File: src/rtl/iso_level_pkg.sv
package iso_level_pkg;
  // strobes from the level control to the region datapath
  typedef struct packed {
    logic wrLow;       // load low bound this cycle
    logic wrHigh;      // load high bound this cycle
    logic denyActive;  // level is above the owning level
  } isoStrobe_t;
endpackage

File: src/rtl/iso_level_ctrl_unit.sv
module iso_level_ctrl_unit
  import iso_level_pkg::*;
#(
  parameter int LVL_W       = 2,
  parameter int OWNER_LEVEL = 1
) (
  input  logic             clk,
  input  logic             rst_n,
  input  logic             incReq,
  input  logic             lvlWrEn,
  input  logic [LVL_W-1:0] lvlWrVal,
  input  logic             cfgWrEn,
  input  logic             cfgSel,
  output logic [LVL_W-1:0] level,
  output logic             satErr,
  output isoStrobe_t       strobe
);
  localparam logic [LVL_W-1:0] TOP_LVL   = {LVL_W{1'b1}};
  localparam logic [LVL_W-1:0] OWNER_LVL = LVL_W'(OWNER_LEVEL);

  logic             wrRaise;
  logic             atTop;
  logic [LVL_W-1:0] levelNext;
  logic             satNext;

  assign wrRaise = lvlWrEn && (lvlWrVal > level);
  assign atTop   = (level == TOP_LVL);

  always_comb begin
    levelNext = level;
    satNext   = satErr;
    if (wrRaise) begin
      levelNext = lvlWrVal;
    end else if (incReq) begin
      if (atTop) satNext = 1'b1;
      else       levelNext = level + LVL_W'(1);
    end
  end

  always_ff @(posedge clk or negedge rst_n) begin
    if (!rst_n) begin
      level  <= '0;
      satErr <= 1'b0;
    end else begin
      level  <= levelNext;
      satErr <= satNext;
    end
  end

  always_comb begin
    strobe.wrLow      = cfgWrEn && !cfgSel && (level == '0);
    strobe.wrHigh     = cfgWrEn &&  cfgSel && (level == '0);
    strobe.denyActive = (level > OWNER_LVL);
  end
endmodule

File: src/rtl/iso_region_dp.sv
module iso_region_dp
  import iso_level_pkg::*;
#(
  parameter int SECTOR_W = 8
) (
  input  logic                clk,
  input  logic                rst_n,
  input  isoStrobe_t          strobe,
  input  logic [SECTOR_W-1:0] cfgData,
  input  logic [SECTOR_W-1:0] accSector,
  output logic [SECTOR_W-1:0] lowBound,
  output logic [SECTOR_W-1:0] highBound,
  output logic                accAllow
);
  logic aboveLow;
  logic belowHigh;
  logic inRegion;

  always_ff @(posedge clk or negedge rst_n) begin
    if (!rst_n) begin
      lowBound  <= '1;
      highBound <= '0;
    end else begin
      if (strobe.wrLow)  lowBound  <= cfgData;
      if (strobe.wrHigh) highBound <= cfgData;
    end
  end

  // an inverted pair can never satisfy both compares, so it is empty
  assign aboveLow  = (accSector >= lowBound);
  assign belowHigh = (accSector <= highBound);
  assign inRegion  = aboveLow && belowHigh;
  assign accAllow  = !(inRegion && strobe.denyActive);
endmodule

File: src/rtl/boot_iso_level.sv
module boot_iso_level
  import iso_level_pkg::*;
#(
  parameter int LVL_W       = 2,
  parameter int SECTOR_W    = 8,
  parameter int OWNER_LEVEL = 1
) (
  input  logic                clk,
  input  logic                rst_n,
  input  logic                incReq,
  input  logic                lvlWrEn,
  input  logic [LVL_W-1:0]    lvlWrVal,
  input  logic                cfgWrEn,
  input  logic                cfgSel,
  input  logic [SECTOR_W-1:0] cfgData,
  input  logic [SECTOR_W-1:0] accSector,
  output logic [LVL_W-1:0]    curLevel,
  output logic                satErr,
  output logic                accAllow
);
  isoStrobe_t          strobe;
  logic [SECTOR_W-1:0] lowBound;
  logic [SECTOR_W-1:0] highBound;

  iso_level_ctrl_unit #(.LVL_W(LVL_W), .OWNER_LEVEL(OWNER_LEVEL)) u_ctrl (
    .clk(clk), .rst_n(rst_n), .incReq(incReq), .lvlWrEn(lvlWrEn),
    .lvlWrVal(lvlWrVal), .cfgWrEn(cfgWrEn), .cfgSel(cfgSel),
    .level(curLevel), .satErr(satErr), .strobe(strobe)
  );

  iso_region_dp #(.SECTOR_W(SECTOR_W)) u_dp (
    .clk(clk), .rst_n(rst_n), .strobe(strobe), .cfgData(cfgData),
    .accSector(accSector), .lowBound(lowBound), .highBound(highBound),
    .accAllow(accAllow)
  );
endmodule

File: config.mk
export PLATFORM = sky130hd
export DESIGN_NAME = boot_iso_level
export DESIGN_NICKNAME = d
export VERILOG_FILES = /design/src/rtl/iso_level_pkg.sv /design/src/rtl/iso_level_ctrl_unit.sv /design/src/rtl/iso_region_dp.sv /design/src/rtl/boot_iso_level.sv
export SDC_FILE = /design/constraint.sdc
export NUM_CORES = 1
export LEC_CHECK = 0
export BUFFER_PORTS_ARGS = -buffer_cell sky130_fd_sc_hd__buf_2
export CAP_MARGIN = 20
export CORE_UTILIZATION = 53
export DETAILED_ROUTE_END_ITERATION = 10
export HOLD_SLACK_MARGIN = 0.03
export PLACE_DENSITY = 0.89
export SLEW_MARGIN = 10
export SYNTH_ARGS = -nofsm -noshare
export SYNTH_HDL_FRONTEND = slang
export SYNTH_HIERARCHICAL = 1
export SYNTH_SLANG_ARGS = --single-unit
File: constraint.sdc
create_clock -name clk -period 1.9 [get_ports clk]
set_clock_uncertainty 0.1 [all_clocks]
set_input_delay 0.19 -clock clk [delete_from_list [all_inputs] [get_ports clk]]
set_output_delay 0.19 -clock clk [all_outputs]
set_load 0.05 [all_outputs]
# Word-level counts from Yosys, hierarchy flattened

Cells that the tools add are included.

Bits in registers: 19
Output and inout port bits: 4

Bitwise logic cells: 1
Multiplexer cells: 3
Equality and inequality tests: 2
Add/sub/neg operators: 1
Magnitude comparators: 4
Reductions and logical operators: 13

Operator list:

| kind                  | count |
|---|---|
| $ge A8 B8 Y1          | 1 |
| $le A8 B8 Y1          | 1 |
| $logic_and A1 B1 Y1   | 7 |
| $mux W2               | 3 |
| $reduce_and A3 Y1     | 1 |
| $add A2 B1 Y2 const B | 1 |
| $eq A2 B2 Y1 const B  | 1 |
| $gt A2 B1 Y1 const B  | 1 |
| $gt A2 B2 Y1          | 1 |
| $logic_not A1 Y1      | 2 |
| $logic_not A2 Y1      | 1 |
| $ne A2 B1 Y1 const B  | 1 |
| $reduce_and A2 Y1     | 1 |
| $reduce_bool A2 Y1    | 1 |
| $not A1 Y1            | 1 |

# Logic depth before layout (Yosys ltp)

Depth after elaboration: 4
Mapped depth: 7
Gate-level depth less buffers: 7

# Cells and area by module

Netlist, hierarchy kept.

Modules (own cells, without submodules):

| module              | cells an instance | area each (um^2) | sequential area each (um^2) | instances |
|---|---|---|---|---|
| iso_region_dp       | 101               | 955.9            | 410.4                       | 1 |
| iso_level_ctrl_unit | 31                | 290.3            | 75.1                        | 1 |

# Least setup slack after synthesis

Ideal clock, no wire load.

Path kind: reg2out
Start point: register u_ctrl.level[0]
End point: output port accAllow
Cell stages (with the launch flop): 5
Buffers on the path: 0
Arrival: 1904 ps
Path slack: -294 ps
Cells stage by stage: dfrtp_1 ha_1 nor2_1 nor4b_2 o2bb2ai_1

RTL lines:

| item                   | line                      | RTL |
|---|---|---|
| start, declared        | iso_level_ctrl_unit.sv:14 | `output logic [LVL_W-1:0] level,` |
| start signal, assigned | iso_level_ctrl_unit.sv:45 | `level <= levelNext;` |
| end, declared          | boot_iso_level.sv:19      | `output logic accAllow` |

# Final worst setup path

Start point: register u_dp.highBound[5]
End point: output port accAllow

Cells in the longest elaborated chain, start to end: 4

Ends and longest elaborated chain:

| item                   | line                | RTL |
|---|---|---|
| start, declared        | iso_region_dp.sv:12 | `output logic [SECTOR_W-1:0] highBound,` |
| start signal, assigned | iso_region_dp.sv:25 | `if (strobe.wrHigh) highBound <= cfgData;` |
| $le A8 B8 Y1           | iso_region_dp.sv:31 | `assign belowHigh = (accSector <= highBound);` |
| $logic_and A1 B1 Y1    | iso_region_dp.sv:32 | `assign inRegion = aboveLow && belowHigh;` |
| $logic_and A1 B1 Y1    | iso_region_dp.sv:33 | `assign accAllow = !(inRegion && strobe.denyActive);` |
| $logic_not A1 Y1       | iso_region_dp.sv:33 |  |

Every way passes these cells.

==> flow_summary.toml <==
[critical_path]
critical-path-max-stage-delay_ns = 0.34
timing.critical_path.slowest_stage_cell = "dfrtp_1"
critPathRequiredTime_ns = 1.61
critical_path.endpoint = "accAllow"
critical_path.cell_chain = "inv_1, ha_1, a211oi_2, nor2_1, nor4b_2, o2bb2ai_2, buf_6"
path_max_fanout = 2
critical_path_arrival_ns = 1.91
crit_type = "register to output port"
reg2regPathDepth = 6
regToRegSetupSlack_ns = 0.18
critical_path.startpoint = "u_dp/highBound[5]"
critical_path_start_type = "register"
crit-reg2reg-capture = "u_ctrl/level[1]"
capturing_element_type_of_the_critical_path = "output port"
rr_startpoint = "u_ctrl/level[1]"

[die]
die_width_um = 50.49
die_height_um = 50.49
floorplan_die_area_sq_um = 2549
start_util_pct = 56.33
floorplan.io_pins = 28
site_row_count = 17
placeableCoreArea_sq_um = 2212

[grt]
grt-ovfl-total = 0
initial_antenna_violation_count = 0
grt_util_all_layers_pct = 24.89
grt_max_degree = 20
number_of_global_route_vias_before_repair = 1103
grt_first_pass_wirelength_um = 4657

[routing]
first_pass_iters = 4
ant_nets = 0
wl_um = 2742
dr_total_vias = 1070
drcViolationCount = 0
post_drt_wl_per_cell_um = 13.57
dr.first_iter.drc_count = 14
vias_per_cell = 5.297

[logic_synthesis]
yosys_register_bits = 19
number_of_nets_produced_by_synthesis = 178
synth_area_per_cell_sq_um = 9.441
synth_top_cell_area_share_pct = 22.09
ys_warn_count = 6
netlist_area_before_placement_sq_um = 1246
syn-instance-count = 132
post_synth_num_cell_types = 28
seq_total_area_yosys_pct = 38.96
yosys.area.top_type = "dfrtp_1"
leading_cell_types_by_total_area_after_synthesis = "dfrtp_1 22%, ha_1 22%, dfstp_2 17%, o21ai_0 7.6%, inv_1 5.7%"

[clocking]
clkTransAtPathRegs_ns = 0.10
htree_num_levels = 1
clockBufferDepth = 2
cts.root.buffer_cell = "clkbuf_4"
clk-insertion-delay-late_ns = 0.29
tritoncts = "done"
cts_setup_buffers = 0
cts_buffers = 3
clock_sinks = 19

[placed_design]
port_buffers = 27
post_dp_cell_area_sq_um = 1446
pre_cts_slack_ns = -0.2241
place_congestion = 0.8568
placed_cells = 189
hpwl_um = 1963

[timing]
timing.final.max_slew_violations = 0
unrepaired_setup_endpoints_after_global_routing = "yes"
final_period_minus_worst_setup_slack_ns = 2.199
setup_tns_ns = -0.2994
finalWorstSetupSlack_ns = -0.2994
timing.max_slew.rel_slack_pct = 71.43
max_clock_freq_mhz = 454.7
final_setup_viols = 1
tightestPinTransition_ns = 0.4286
final_hold_viol_count = 0
period_share_pct = 115.8

[pwr]
power.ir.vdd_worst_mv = 0.2768
seq_power_share_pct = 57.8
part_of_the_total_power_dissipated_in_combinational_logic_pct = 13.5
p_sw_mw = 0.1649
p_sw_share_pct = 23.54
power.share.clock_pct = 28.7
total_leakage_power_nw = 0.8480
p_total_mw = 0.7005
p_int_mw = 0.5356
p_per_area_nw_per_um2 = 431.7

[final_layout]
area_delta_synth_final_pct = 30.22
final.fill_count = 165
post_route_cells_drive_above_1_share_pct = 33.33
layout.cells.non_filler = 202
seq_area_sq_um = 486.7
multi_input_comb_area_sq_um = 742.0
final_net_count = 221
insertedDiodeCount = 0
finish.instance_area_sq_um = 1623

[run_status]
outcome = "finished with violations"
violations = "setup timing"

[min_path]
class_of_the_tightest_hold_or_removal_check = "input pin to register"
worst_hold_startpoint = "incReq"

[run]
max_cap_viol_count = 0
[sequential cells by signal (all words and copies together), names as in the netlist]
register / count
u_dp/lowBound: 8
u_ctrl/satErr: 1
u_ctrl/level: 2
u_dp/highBound: 8
[metrics by stage]
step | hold WS, ns | util [%]
floorplan | -0.2056 | -
global placement | 0.04108 | 65.38
detailed placement | 0.04987 | 65.38
CTS | 0.06578 | 72.57
global route | 0.07576 | 73.36
finish | 0.07609 | 73.36
[what timing repair did]
action,CTS,global route
hold endpoints to repair,25,0
pin swaps,2,1
endpoints found under the setup margin,1,1
hold buffers,9,0
gates resized for setup,8,4
[power groups by stage]
stage          logic, mW  registers, mW  clock network, mW
3_5_place_dp      0.0720          0.412                  0
4_1_cts           0.0912          0.405              0.212
5_1_grt            0.105          0.405              0.227
2_1_floorplan     0.0264          0.412                  0
6_report          0.0946          0.405              0.201
3_3_place_gp      0.0687          0.412                  0
[layout make-up]
| class | count | area share, % |
|---|---|---|
| Timing Repair Buffer | 40 | 16.11 |
| Clock buffer | 4 | 1.619 |
| Inverter | 19 | 4.395 |
| Sequential cell | 19 | 29.99 |
| Tap cell | 28 | 2.159 |
| Multi-Input combinational cell | 92 | 45.72 |
[synth_stat cells]
library cell  count
inv_1            19
and3b_1           1
nor2b_1           1
a21o_1            1
nand2_1          19
o21ai_0          19
o211ai_4          1
a31o_2            1
nor3b_1           1
o2bb2ai_1         1
dfrtp_1          11
mux2_2            2
dfstp_2           8
a211oi_1          1
nor4b_2           1
nor2_1            6
nor2b_4           1
nand4_1           1
or3b_1            1
a21oi_1           3
and3_1            2
o311ai_0          1
nand3_1           2
o211ai_1          2
a221oi_1          1
clkbuf_1          2
nor3_1            1
ha_1             22
[worst max-delay path, delay by kind of cell, from the launching register on]
| kind | cells | cell delay (ns) |
|---|---|---|
| simple gates | 2 | 0.39 |
| compound gates | 2 | 0.36 |
| flops | 1 | 0.34 |
| fa+ha+maj | 1 | 0.31 |
| buf+inv | 2 | 0.21 |
[cells by family after synthesis]
group / share of synthesized area, %
buffers and inverters: 6.326
multiplexers: 1.807
AND/OR/NAND/NOR: 15.06
adder cells (fa/ha/maj): 22.09
AO/OA/AOI/OAI: 15.76
flip-flops: 38.96
[how the worst min path moves through the flow]
stage	endpoint	depth (start not counted)
2_1_floorplan	u_ctrl/level[0]	0
5_1_grt	u_ctrl/satErr	2
6_report	u_ctrl/satErr	2
4_1_cts	u_ctrl/satErr	2
3_3_place_gp	u_dp/highBound[3]	1
3_5_place_dp	u_dp/highBound[3]	1
[metal layers]
layer	vias to the layer above	track usage (%)	routed length, um
met5	-	0	0
li1	537	-	-
met4	0	10.19	9
met2	24	47.11	1472
met3	2	3.636	107
met1	507	27.27	1153
[cell usage in the layout (no fill, tap or decap), types with 3 or more instances in the layout]
master	Yosys	layout
a21oi_1	3	3
buf_2	0	26
buf_4	0	4
clkbuf_4	0	3
dfrtp_1	11	10
dfstp_2	8	8
dlygate4sd3_1	0	9
ha_1	22	19
ha_4	0	3
inv_1	19	17
nand2_1	19	19
nor2_1	6	6
o21ai_0	19	17
No activity file was read; power rests on OpenSTA's default activity.
